--- src/rtl/scsi_ctl_pkg.sv ---
package scsi_ctl_pkg;

    localparam int BYTE_W = 8;

    // Byte-register indices whose behaviour is fixed by the command set
    localparam int IDX_CMD  = 3;
    localparam int IDX_STAT = 4;
    localparam int IDX_INTR = 5;
    localparam int IDX_SEQ  = 6;
    localparam int IDX_ID   = 14;

    localparam logic [BYTE_W-1:0] ID_VALUE = 8'h04;
    localparam logic [BYTE_W-1:0] SEL_STAT = 8'h1A;
    localparam logic [BYTE_W-1:0] SEL_INTR = 8'h20;
    localparam logic [BYTE_W-1:0] SEL_SEQ  = 8'h04;

    typedef enum logic [6:0] {
        CMD_NOP      = 7'h00,
        CMD_CHIP_RST = 7'h02,
        CMD_BUS_RST  = 7'h03,
        CMD_SET_ATN  = 7'h1A,
        CMD_SEL_ATN  = 7'h42
    } cmd_code_e;

    typedef struct packed {
        logic chip_rst;
        logic sel_atn;
        logic unknown;
    } cmd_act_t;

    // True when a host write to index i stores its data
    function automatic logic host_storable(int i);
        return !(i == IDX_CMD || (i >= 4 && i <= 7) || i >= 9);
    endfunction

    function automatic logic [BYTE_W-1:0] reset_value(int i);
        return (i == IDX_ID) ? ID_VALUE : '0;
    endfunction

    // True for the indices that a select command loads
    function automatic logic sel_loaded(int i);
        return (i == IDX_STAT) || (i == IDX_INTR) || (i == IDX_SEQ);
    endfunction

    function automatic logic [BYTE_W-1:0] sel_value(int i);
        case (i)
            IDX_STAT: return SEL_STAT;
            IDX_INTR: return SEL_INTR;
            IDX_SEQ:  return SEL_SEQ;
            default:  return '0;
        endcase
    endfunction

endpackage

--- src/rtl/scsi_cmd_decode.sv ---
module scsi_cmd_decode
    import scsi_ctl_pkg::*;
#(
    parameter int REG_IDX_W = 4
) (
    input  logic                 wr_en,
    input  logic [REG_IDX_W-1:0] idx,
    input  logic [6:0]           cmd_val,
    output cmd_act_t             act
);

    always_comb begin
        act = '0;
        if (wr_en && idx == REG_IDX_W'(IDX_CMD)) begin
            case (cmd_val)
                CMD_NOP, CMD_BUS_RST, CMD_SET_ATN: begin
                end
                CMD_CHIP_RST: act.chip_rst = 1'b1;
                CMD_SEL_ATN:  act.sel_atn  = 1'b1;
                default:      act.unknown  = 1'b1;
            endcase
        end
    end

endmodule

--- src/rtl/scsi_byte_regs.sv ---
module scsi_byte_regs
    import scsi_ctl_pkg::*;
#(
    parameter int REG_IDX_W = 4,
    localparam int NUM_REGS = 1 << REG_IDX_W
) (
    input  logic                 clk,
    input  logic                 rst,
    input  logic                 wr_en,
    input  logic [REG_IDX_W-1:0] idx,
    input  logic [BYTE_W-1:0]    wdata,
    input  cmd_act_t             act,
    output logic [BYTE_W-1:0]    rdata
);

    logic [NUM_REGS-1:0][BYTE_W-1:0] mem;
    logic                            clear;

    assign clear = rst || act.chip_rst;

    for (genvar i = 0; i < NUM_REGS; i++) begin : g_reg
        localparam logic              KEEP = host_storable(i);
        localparam logic              LOAD = sel_loaded(i);
        localparam logic [BYTE_W-1:0] RVAL = reset_value(i);
        localparam logic [BYTE_W-1:0] SVAL = sel_value(i);

        if (KEEP) begin : g_rw
            logic [BYTE_W-1:0] q;
            always_ff @(posedge clk) begin
                if (clear)
                    q <= RVAL;
                else if (wr_en && idx == REG_IDX_W'(i))
                    q <= wdata;
            end
            assign mem[i] = q;
        end else if (LOAD) begin : g_stat
            logic [BYTE_W-1:0] q;
            always_ff @(posedge clk) begin
                if (clear)
                    q <= RVAL;
                else if (act.sel_atn)
                    q <= SVAL;
            end
            assign mem[i] = q;
        end else begin : g_fixed
            assign mem[i] = RVAL;
        end
    end

    assign rdata = mem[idx];


    chip_rst_image_chk: assert property (@(posedge clk) disable iff (rst)
        act.chip_rst |=> ($countones(mem) == 1 && mem[IDX_ID] == ID_VALUE));


    sel_status_chk: assert property (@(posedge clk) disable iff (rst)
        act.sel_atn |=> (mem[IDX_STAT] == SEL_STAT && mem[IDX_INTR] == SEL_INTR
                         && mem[IDX_SEQ] == SEL_SEQ));

    // R7 (also covers the harmless commands of R4)
    ro_guard_chk: assert property (@(posedge clk) disable iff (rst)
        (wr_en && !host_storable(int'(idx)) && !act.chip_rst && !act.sel_atn)
        |=> $stable(mem));


    unknown_cmd_chk: assert property (@(posedge clk) disable iff (rst)
        act.unknown |=> $stable(mem));

endmodule

--- src/rtl/scsi_irq_ctl.sv ---
module scsi_irq_ctl (
    input  logic clk,
    input  logic rst,
    input  logic set,
    input  logic clr,
    output logic irq
);

    always_ff @(posedge clk) begin
        if (rst || clr)
            irq <= 1'b0;
        else if (set)
            irq <= 1'b1;
    end


    irq_hold_chk: assert property (@(posedge clk) disable iff (rst)
        (irq && !clr) |=> irq);


    irq_raise_chk: assert property (@(posedge clk) disable iff (rst)
        set |=> irq);

endmodule

--- src/rtl/scsi_dma_regs.sv ---
module scsi_dma_regs #(
    parameter int DMA_W    = 32,
    parameter int DMA_REGS = 4,
    localparam int DIDX_W  = $clog2(DMA_REGS)
) (
    input  logic              clk,
    input  logic              rst,
    input  logic              clr,
    input  logic              wr_en,
    input  logic [DIDX_W-1:0] idx,
    input  logic [DMA_W-1:0]  wdata,
    output logic [DMA_W-1:0]  rdata
);

    logic [DMA_REGS-1:0][DMA_W-1:0] words;

    always_ff @(posedge clk) begin
        if (rst || clr)
            words <= '0;
        else if (wr_en)
            words[idx] <= wdata;
    end

    assign rdata = words[idx];


    dma_store_chk: assert property (@(posedge clk) disable iff (rst)
        (wr_en && !clr) |=> words[$past(idx)] == $past(wdata));


    dma_clear_chk: assert property (@(posedge clk) disable iff (rst)
        clr |=> words == '0);

endmodule

--- src/rtl/scsi_ctl_regs.sv ---
module scsi_ctl_regs
    import scsi_ctl_pkg::*;
#(
    parameter int HOST_AW   = 8,
    parameter int REG_IDX_W = 4,
    parameter int DMA_W     = 32,
    parameter int DMA_REGS  = 4
) (
    input  logic               clk,
    input  logic               rst,
    input  logic               reg_wr,
    input  logic [HOST_AW-1:0] reg_addr,
    input  logic [BYTE_W-1:0]  reg_wdata,
    output logic [BYTE_W-1:0]  reg_rdata,
    input  logic               dma_wr,
    input  logic [HOST_AW-1:0] dma_addr,
    input  logic [DMA_W-1:0]   dma_wdata,
    output logic [DMA_W-1:0]   dma_rdata,
    output logic               irq
);

    localparam int DIDX_W = $clog2(DMA_REGS);

    logic [REG_IDX_W-1:0] reg_idx;
    logic [DIDX_W-1:0]    dma_idx;
    cmd_act_t             act;
    logic                 unused_addr_bits;

    // Word stride: the low two address bits never select a register
    assign reg_idx = reg_addr[REG_IDX_W+1:2];
    assign dma_idx = dma_addr[DIDX_W+1:2];

    assign unused_addr_bits = ^{reg_addr[HOST_AW-1:REG_IDX_W+2], reg_addr[1:0],
                                dma_addr[HOST_AW-1:DIDX_W+2], dma_addr[1:0]};

    scsi_cmd_decode #(.REG_IDX_W(REG_IDX_W)) u_decode (
        .wr_en   (reg_wr),
        .idx     (reg_idx),
        .cmd_val (reg_wdata[6:0]),
        .act     (act)
    );

    scsi_byte_regs #(.REG_IDX_W(REG_IDX_W)) u_bytes (
        .clk   (clk),
        .rst   (rst),
        .wr_en (reg_wr),
        .idx   (reg_idx),
        .wdata (reg_wdata),
        .act   (act),
        .rdata (reg_rdata)
    );

    scsi_irq_ctl u_irq (
        .clk (clk),
        .rst (rst),
        .set (act.sel_atn),
        .clr (act.chip_rst),
        .irq (irq)
    );

    scsi_dma_regs #(.DMA_W(DMA_W), .DMA_REGS(DMA_REGS)) u_dma (
        .clk   (clk),
        .rst   (rst),
        .clr   (act.chip_rst),
        .wr_en (dma_wr),
        .idx   (dma_idx),
        .wdata (dma_wdata),
        .rdata (dma_rdata)
    );

endmodule

--- config.mk ---
export PLATFORM = sky130hd
export DESIGN_NAME = scsi_ctl_regs
export DESIGN_NICKNAME = d
export VERILOG_FILES = /design/src/rtl/scsi_ctl_pkg.sv /design/src/rtl/scsi_cmd_decode.sv /design/src/rtl/scsi_byte_regs.sv /design/src/rtl/scsi_irq_ctl.sv /design/src/rtl/scsi_dma_regs.sv /design/src/rtl/scsi_ctl_regs.sv
export SDC_FILE = /design/constraint.sdc
export NUM_CORES = 1
export LEC_CHECK = 0
export ABC_AREA = 1
export CAP_MARGIN = 15
export CORE_ASPECT_RATIO = 0.8
export CORE_MARGIN = 5
export CORE_UTILIZATION = 50
export DETAILED_ROUTE_END_ITERATION = 8
export GPL_TIMING_DRIVEN = 0
export HOLD_SLACK_MARGIN = 0.15
export PLACE_DENSITY = 0.79
export SYNTH_ARGS = -nofsm -noshare
export SYNTH_HDL_FRONTEND = slang
export SYNTH_SLANG_ARGS = --single-unit
--- constraint.sdc ---
create_clock -name clk -period 1.47 [get_ports clk]
set_input_delay 0.3675 -clock clk [delete_from_list [all_inputs] [get_ports clk]]
set_output_delay 0.3675 -clock clk [all_outputs]
set_load 0.03 [all_outputs]
==> results of run 1 <==
==> area by class of cell <==
cell class              instances  area [µm²]
fillers                      1141        4130
multi-input cells             739        3810
flip-flops and latches        161        3230
repair buffers                141        1450
inverters                     202         773
plain buffers                  63         636
clock buffers                  22         464
well taps                     189         236
clock inverters                 9         179
==> cell families after synthesis <==
family | share of synthesized area, %
DFF | 42.7
and+or+nand+nor | 31.0
buffers and inverters | 14.5
AOI/OAI and AO/OA | 11.8
==> repair_timing <==
item | CTS | global route
buffers inserted | 31 | 13
resized for setup | 466 | 56
pin swaps | 27 | 26
gates cloned | 5 | 4
setup endpoints to repair | 202 | 178
==> state kept, by name, summed over array words and instances (netlist names) <==
| register | count |
|---|---|
| u_irq.irq | 1 |
| u_dma.words | 128 |
| u_bytes.g.g_rw.q | 32 |
==> routing by layer <==
layer	GRT usage [%]	up-vias	routed length [µm]
met4	11.8	0	965
li1	-	3882	-
met2	45.0	422	12000
met5	0	-	0
met1	35.3	3741	10300
met3	5.21	95	2220
==> power groups by stage <==
stage | clock (mW) | combinational [mW] | sequential [mW]
floorplan | 0 | 0.711 | 4.63
global placement | 0 | 1.14 | 4.64
detailed placement | 0 | 1.16 | 4.65
CTS | 4.91 | 1.37 | 4.56
global route | 5.12 | 1.62 | 4.58
finish | 4.92 | 1.51 | 4.57
==> cells in the final DEF, fill, tap and decap left out, types with 2 or more instances in the layout <==
cell type,count
inv_1,196
buf_8,12
clkbuf_1,5
o21ai_1,97
bufinv_16,5
nand2_1,293
nand2_2,20
inv_2,4
clkbuf_2,3
nand3_4,6
clkbuf_4,2
buf_2,23
nand3_1,9
buf_4,33
clkbuf_8,4
clkbuf_16,22
o21ai_0,32
nor2_4,8
dfxtp_2,5
nand2_4,12
a22oi_2,32
buf_12,5
nand4_1,24
nor2_1,165
buf_6,74
dlygate4sd2_1,7
dfxtp_1,155
nor2_2,4
clkinvlp_4,2
nand3_2,36
clkdlybuf4s50_1,35
==> worst max-delay path, stage by stage <==
cell,delay (ns)
buf_12,0.11
nor2_4,0.15
buf_4,0.15
buf_4,0.12
nand2_1,0.05
nand3_1,0.09
nand2_2,0.09
nand3_4,0.09
buf_6,0.13
==> synth_stat cells (all sizes together) <==
library cell	number	share of area (%)
dfxtp	161	43
nand3	51	3.4
buf	45	3.5
a22oi	32	3.2
clkbuf	18	0.90
o21ai	129	8.6
nor2	177	9.2
nand2	325	16
a21oi	1	0.066
nand4	24	2.0
inv	202	10
==> worst max-delay path by stage <==
| stage | slack, ns | start | cells after the start | to |
|---|---|---|---|---|
| final | -0.25 | reg_addr[3] | 9 | reg_rdata[3] |
| after CTS | -0.22 | reg_addr[2] | 9 | reg_rdata[3] |
| after global routing | -0.29 | reg_addr[3] | 8 | reg_rdata[1] |
| after floorplan | -0.07 | reg_addr[2] | 6 | reg_rdata[3] |
| after detailed placement | -1.64 | dma_addr[3] | 7 | dma_rdata[7] |
| after global placement | -1.63 | dma_addr[3] | 7 | dma_rdata[7] |
==> metrics.yaml, run 1 <==
holdPathEnd: "u_irq.irq"
hp-class: "in2reg"
tightestPinTransition_ns: 0.547
reg2regPathDepth: 4
synth-seq-cells: 161
vias: 8140
top_level_ports: 101
final_nets: 1385
combPwrFrac_pct: 13.7
wl_per_cell_um: 16.7
path_class: "in2out"
area_growth_syn_to_layout_pct: 42.9
status: "complete, but fails checks"
crit_arrival_ns: 1.36
numCtsBuffers: 17
num_rows: 40
synth_warnings: 0
clock-sinks: 161
drive_above_1_share_pct: 23.7
setup_slack_ns: -0.253
first_pass_iters: 8
worstSetupStartpointType: "primary input"
grt_pass1_vias: 7688
holdPathStages: 5
syn_area_mm2: 0.00754
final_core_util_pct: 72.3
instances_no_fill: 1526
leakage_nw: 4.81
p_per_area_mw_per_mm2: 1020
power_mw: 11.0
clkLatencyLatePin_ns: 0.43
pre_cts_slack_ns: -1.64
ir_drop_v: 0.000964
r2r_slack_ns: 0.51
finalClockSkew_ns: 0
gr-total-overflow: 0
drcViolationCount: 0
ant_nets: 0
synth_nets: 1225
dp.cells: 1443
die_h_um: 120
ys_types: 19
cp.required_ns: 1.10
yosysSeqAreaShare_pct: 42.7
r2r-end: "u_dma.words[15]"
relSlewSlack_pct: 63.5
antenna_found_initial: 0
min_period_ns: 1.72
track_usage_pct: 27.4
clk_pin_slew_ns: 0.06
maxCapViolCount: 0
root_buffer: "clkbuf_16"
first_iter_violations: 784
worstReg2RegStart: "u_dma.words[15]"
grt_pass1_wl_mm: 38.6
rsz0062_at_grt: "yes"
vias_per_cell: 5.33
finalSetupTns_ns: -7.38
min_from: "reg_addr[3]"
violations: "setup timing"
diodes: 0
hold_buffers: 0
routed_wl_mm: 25.4
die_area_mm2: 0.0177
syn_area_per_cell_um2: 6.48
setup_viol: 40
die_w_um: 147
place_congestion: 0.911
fin_hold_ws_ns: 0.374
crit_fanout: 5
htreeDepth: 4
timing.final.crit_share_pct: 117
stdcell_area_mm2: 0.0108
port_buffers: 89
final_max_slew_viol_count: 0
fmax_mhz: 580
postPlaceCellArea_mm2: 0.00898
swShare_pct: 25.2
core_area_mm2: 0.0149
hold_viol: 0
power.switching_mw: 2.77
syn_inst: 1165
start_util_pct: 50.6
cts_tree: "yes"
cp-end-kind: "output port"
p_int_mw: 8.23
dp_hpwl_mm: 14.4
grt_max_degree: 17
power_frac_clock_pct: 44.7
seq_power_share_pct: 41.5
cts_buffer_depth: 2
(Power assumes the default switching activity.)
==> run 2, diff against run 1 <==
- CORE_UTILIZATION: 50 -> 52
- CTS_BUF_LIST: default -> sky130_fd_sc_hd__clkbuf_8
- PLACE_DENSITY: 0.79 -> 0.82
==> run 2 against run 1 <==
Compared with the run above:
- the run still ends with setup timing left
- wire length rose by 4.4%
- utilization is 3.6 points higher
- sequential power is essentially flat
- cell count rose by 0.26%
- via count increased by 2.8%
- clock power decreased by 30%
- hold slack got worse by 0.022 ns
- worst setup slack got worse by 0.046 ns
- critical path depth unchanged
- non-clock buffer count increased by 8
- critical path type unchanged
- largest power group is now sequential cells
==> metrics.yaml, run 2 (synthesized netlist as in run 1, its figures left out) <==
start_util_pct: 53.0  # +2.4 points
hold_buffers: 0  # unchanged
rsz0062_at_grt: "yes"
min_period_ns: 1.77  # +0.0459 ns
grt_pass1_vias: 7419  # -3.5%
setup_viol: 45  # +13%
status: "complete, but fails checks"
r2r_slack_ns: 0.56  # +0.05 ns
cp_top_family: "buffers and inverters"
cts_buffer_depth: 2  # unchanged
power.switching_mw: 2.68  # -3.3%
drcViolationCount: 0  # unchanged
tightestPinTransition_ns: 0.592  # +0.0455 ns
hp-class: "in2reg"
setup_slack_ns: -0.299  # -0.0459 ns
holdPathStages: 6  # +1
ant_nets: 0  # unchanged
relSlewSlack_pct: 60.5  # -3.0 points
track_usage_pct: 27.6  # +0.24 points
grt_max_degree: 17  # unchanged
cp.required_ns: 1.10  # about the same
crit_chain: "buf_12, clkinv_8, nor2_4, buf_6, buf_12, buf_8, a22oi_2, nand3_2, buf_6"
wl_per_cell_um: 17.4  # +4.1%
clk_pin_slew_ns: 0.08  # +0.02 ns
crit_arrival_ns: 1.40  # +0.04 ns
first_pass_iters: 6  # -2
fmax_mhz: 565  # -2.6%
instances_no_fill: 1530  # +0.26%
leakage_nw: 4.91  # +2.0%
slowest_delay_ns: 0.16  # about the same
seq_power_share_pct: 47.7  # +6.2 points
crit_cells: 9  # unchanged
clock-sinks: 161  # unchanged
fill_cells: 953  # -16%
p_per_area_mw_per_mm2: 887  # -13%
finalClockSkew_ns: 0  # unchanged
die_h_um: 118  # -1.8%
first_iter_violations: 1185  # +51%
dp.cells: 1438  # -0.35%
top_regs: "u_dma.words (128), u_bytes.g.g_rw.q (32), u_irq.irq (1)"
final_nets: 1394  # +0.65%
ir_drop_v: 0.000626  # -35%
vias: 8364  # +2.8%
htreeDepth: 4  # unchanged
timing.final.crit_share_pct: 120  # +3.1 points
layout_commonest_cell: "nand2_1"
most-common-layout-cells: "nand2_1, inv_1, nor2_1"
slowest_stage: "a22oi_2"
pre_cts_slack_ns: -1.62  # +0.0187 ns
gr-total-overflow: 0  # unchanged
die_w_um: 145  # -1.8%
place_congestion: 0.877  # -3.8%
vias_per_cell: 5.47  # +2.5%
cp-end-kind: "output port"
diodes: 0  # unchanged
num_rows: 39  # -2.5%
swShare_pct: 28.0  # +2.8 points
regMostFlops: "u_dma.words"
antenna_found_initial: 0  # unchanged
hold_viol: 0  # unchanged
numCtsBuffers: 17  # unchanged
violations: "setup timing"
routed_wl_mm: 26.6  # +4.4%
drive_above_1_share_pct: 27.0  # +3.3 points
clkLatencyLatePin_ns: 0.47  # +0.04 ns
port_buffers: 89  # unchanged
top_level_ports: 101  # unchanged
dp_hpwl_mm: 14.1  # -2.0%
area_growth_syn_to_layout_pct: 43.3
maxCapViolCount: 0  # unchanged
path_class: "in2out"
final_core_util_pct: 75.9  # +3.6 points
crit_fanout: 6  # +1
final_max_slew_viol_count: 0  # unchanged
critical_path_buf_inv_count: 6  # +2
combPwrFrac_pct: 16.5  # +2.8 points
cts_tree: "yes"
reg2regPathDepth: 4  # unchanged
power_frac_clock_pct: 35.8  # -8.9 points
grt_pass1_wl_mm: 37.5  # -3.0%
die_area_mm2: 0.0170  # -3.6%
worstSetupStartpointType: "primary input"
power_mw: 9.59  # -13%
p_int_mw: 6.91  # -16%
core_area_mm2: 0.0142  # -4.5%
root_buffer: "clkbuf_8"
largest_reg_flops: 128  # unchanged
## run 2: cell types whose count changed in the layout (fill, tap and decap cells not counted), moves of 4 or more
cell	before	now
dfxtp_1	155	124
dfxtp_2	5	36
nand2_4	12	19
clkbuf_8	4	23
clkinv_4	0	4
buf_2	23	18
inv_1	196	200
clkbuf_16	22	8
nand2_1	293	284
buf_4	33	40
## run 2: path summary, 6_finish.rpt
kind                                            startpoint                          to
worst min-delay path                           reg_addr[4]  u_bytes.g_reg[8].g_rw.q[2]
worst max register to register             u_dma.words[52]             u_dma.words[52]
worst max-delay path                           dma_addr[2]               dma_rdata[12]
worst min register to register  u_bytes.g_reg[2].g_rw.q[3]  u_bytes.g_reg[2].g_rw.q[3]
## run 2: per-layer routing
| layer | part of all wire (%) | global-route usage (%) |
|---|---|---|
| met4 | 3.6 | 11.2 |
| met2 | 46 | 44.1 |
| met1 | 39 | 36.5 |
| met3 | 10 | 5.40 |
| met5 | 0 | 0 |
## run 2: cell type report
type / count / area (µm²) / share of cell area [%]
repair buffers: 154 / 1680 / 15.5
plain buffers: 58 / 551 / 5.09
multi-input cells: 740 / 3900 / 36.1
clock buffers: 19 / 262 / 2.42
flip-flops and latches: 161 / 3270 / 30.3
well taps: 184 / 230 / 2.13
clock inverters: 12 / 145 / 1.34
inverters: 202 / 773 / 7.15
## run 2: worst min-delay path: cells and delay by family
family | cells | cell delay, ns
buf+inv | 2 | 0.15
simple gates | 4 | 0.28
## run 2: timing repair
item                                    CTS  global route
gates cloned                              4             7
endpoints found under the setup margin  202           187
pin swaps                                46            52
setup buffers                            34            23
gates resized for setup                 474            96
## run 2: per-stage QoR
step	setup TNS, ns	hold WS (ns)	area (µm²)
2_1_floorplan	-0.277	0.493	7850
3_3_place_gp	-171.57	0.503	8970
3_5_place_dp	-173.73	0.505	8970
4_1_cts	-7.10	0.304	10300
5_1_grt	-10.00	0.361	10800
6_report	-8.40	0.352	10800
## run 2: power groups by stage
stage	logic, mW	clock network [mW]	registers (mW)
after global placement	1.13	0	4.64
after global routing	1.67	3.66	4.58
after detailed placement	1.15	0	4.65
final	1.58	3.43	4.57
after floorplan	0.711	0	4.63
after CTS	1.37	3.41	4.56
==> run 3, diff against run 2 <==
- GPL_TIMING_DRIVEN: 0 -> default
==> run 3 against run 2 <==
Compared with the run above:
- the run still ends with setup timing left
- critical path depth is 4 lower
- clock power is 5% lower
- combinational power is 6% lower
- worst setup slack better by 0.018 ns
- sequential share of layout area is 0.31 points higher
- non-clock buffer count is 31 lower
- utilization is 1.5 points lower
- global-route usage is 2.8 points lower
- total power is 2.8% lower
- cell count is 1.8% lower
- critical endpoint is now reg_rdata[3]
- highest routed layer unchanged
==> metrics.yaml, run 3 (synthesized netlist as in run 1, its figures left out) <==
hold_viol: 0  # unchanged
worstSetupStartpointType: "register"
violations: "setup timing"
cp-end-kind: "output port"
place_congestion: 0.886  # +1.0%
p_per_area_mw_per_mm2: 879  # -0.81%
htreeDepth: 4  # unchanged
setup_viol: 41  # -8.9%
start_util_pct: 53.0  # unchanged
endpoint: "reg_rdata[3]"
ant_nets: 0  # unchanged
setup_slack_ns: -0.282  # +0.0176 ns
finalClockSkew_ns: 0  # unchanged
clock-sinks: 161  # unchanged
hold_buffers: 0  # unchanged
vias_per_cell: 5.27  # -3.6%
regMostFlops: "u_dma.words"
critPathLaunch: "u_bytes.g_reg[1].g_rw.q[3]"
track_usage_pct: 24.8  # -2.8 points
postPlaceCellArea_mm2: 0.00925  # +3.1%
clk_pin_slew_ns: 0.09  # about the same
cp.required_ns: 1.10  # about the same
path_common_cell: "nand2_1"
crit_chain: "nand2_1, nand3_1, nand2_1, nand3_4, buf_6"
fin_hold_ws_ns: 0.381  # +0.0288 ns
r2r_slack_ns: 0.67  # +0.11 ns
crit_arrival_ns: 1.38  # -0.02 ns
ir_drop_v: 0.000781  # +25%
dp.cells: 1445  # +0.49%
die_area_mm2: 0.0170  # unchanged
path_class: "reg2out"
fill_cells: 1033  # +8.4%
status: "complete, but fails checks"
numCtsBuffers: 17  # unchanged
relSlewSlack_pct: 77.0  # +16 points
drive_above_1_share_pct: 23.4  # -3.7 points
grt_pass1_wl_mm: 34.5  # -7.9%
r2r-end: "u_bytes.g_reg[2].g_rw.q[7]"
grt_pass1_vias: 7151  # -3.6%
hp-class: "in2reg"
worstReg2RegStart: "u_bytes.g_reg[2].g_rw.q[7]"
leakage_nw: 4.70  # -4.3%
first_pass_iters: 5  # -1
reg2regPathDepth: 4  # unchanged
num_rows: 39  # unchanged
port_buffers: 90  # +1.1%
instances_no_fill: 1502  # -1.8%
gr-total-overflow: 0  # unchanged
core_area_mm2: 0.0142  # unchanged
vias: 7916  # -5.4%
final_nets: 1366  # -2.0%
clkLatencyLatePin_ns: 0.45  # -0.02 ns
routed_wl_mm: 22.7  # -15%
root_buffer: "clkbuf_8"
antenna_found_initial: 0  # unchanged
timing.final.crit_share_pct: 119  # -1.2 points
area_growth_syn_to_layout_pct: 40.5
die_h_um: 118  # unchanged
top_regs: "u_dma.words (128), u_bytes.g.g_rw.q (32), u_irq.irq (1)"
layout_commonest_cell: "nand2_1"
drcViolationCount: 0  # unchanged
min_period_ns: 1.75  # -0.0176 ns
slowest_delay_ns: 0.38  # +0.22 ns
cts_buffer_depth: 2  # unchanged
cts_tree: "yes"
final_core_util_pct: 74.4  # -1.5 points
fmax_mhz: 571  # +1.0%
slowest_stage: "dfxtp_1"
dp_hpwl_mm: 13.1  # -7.0%
maxCapViolCount: 0  # unchanged
most-common-layout-cells: "nand2_1, inv_1, nor2_1"
first_iter_violations: 774  # -35%
crit_fanout: 2  # -4
die_w_um: 145  # unchanged
largest_reg_flops: 128  # unchanged
rsz0062_at_grt: "yes"
finalSetupTns_ns: -7.48  # +0.927 ns
tightestPinTransition_ns: 0.345  # -0.248 ns
top_level_ports: 101  # unchanged
stdcell_area_mm2: 0.0106  # -2.0%
diodes: 0  # unchanged
wl_per_cell_um: 15.1  # -13%
grt_max_degree: 43  # +26
final_max_slew_viol_count: 0  # unchanged
==> run 3: cell count changes in the layout (fill, tap and decap cells not counted), sizes merged <==
cell / previous run / this run
bufinv: 3 / 2
clkbuf: 40 / 23
nor2: 177 / 179
clkinvlp: 0 / 3
dlygate4sd2: 9 / 0
nand2: 326 / 327
clkdlybuf4s50: 35 / 43
clkinv: 6 / 5
inv: 205 / 204
buf: 147 / 134
==> run 3: routing by layer <==
metal | global-route usage (%) | part of all wire [%]
met3 | 5.97 | 8.3
met1 | 34.2 | 43
met5 | 0 | 0
met4 | 9.09 | 3.2
met2 | 37.7 | 46
==> run 3: through the flow <==
stage	worst slack (ns)	power, mW
after floorplan	-0.0677	5.34
after global placement	-0.666	5.84
after detailed placement	-0.693	5.87
after CTS	-0.239	9.25
after global routing	-0.321	9.72
final	-0.282	9.32
==> run 3: worst min-delay path by stage <==
| stage | from | slack, ns | endpoint | depth (start not counted) |
|---|---|---|---|---|
| floorplan | u_bytes.g_reg[2].g_rw.q[0] | 0.49 | u_bytes.g_reg[2].g_rw.q[0] | 4 |
| global placement | u_bytes.g_reg[8].g_rw.q[7] | 0.51 | u_bytes.g_reg[8].g_rw.q[7] | 4 |
| detailed placement | u_bytes.g_reg[0].g_rw.q[0] | 0.51 | u_bytes.g_reg[0].g_rw.q[0] | 4 |
| CTS | reg_addr[3] | 0.32 | u_irq.irq | 5 |
| global route | reg_addr[3] | 0.40 | u_irq.irq | 5 |
| finish | reg_addr[3] | 0.38 | u_irq.irq | 5 |
==> run 3: timing repair <==
item | in CTS | in global routing
pin swaps | 22 | 22
resized for setup | 154 | 30
cloned | 7 | 6
endpoints found under the setup margin | 200 | 193
buffers inserted | 11 | 3
==> run 3: power by group <==
group          switching [mW]  leakage (nW)  internal (mW)
combinational           0.824          3.19          0.662
sequential             0.0791          1.31           4.48
clock                    1.68         0.196           1.59
total                    2.58          4.70           6.74
==> run 3: final cells by class <==
type	count	area, µm²	share of cell area, %
Tap cell	184	230	2.17
Multi-Input combinational cell	743	3880	36.6
Clock buffer	19	262	2.47
Timing Repair Buffer	181	2090	19.7
Clock inverter	12	135	1.27
Inverter	202	761	7.18
Sequential cell	161	3240	30.6
==> run 3: worst max-delay path, delay by kind of cell, from the launching register on <==
kind                   cells  cell delay, ns
buffers and inverters      1            0.13
DFF                        1            0.38
and+or+nand+nor            4            0.41
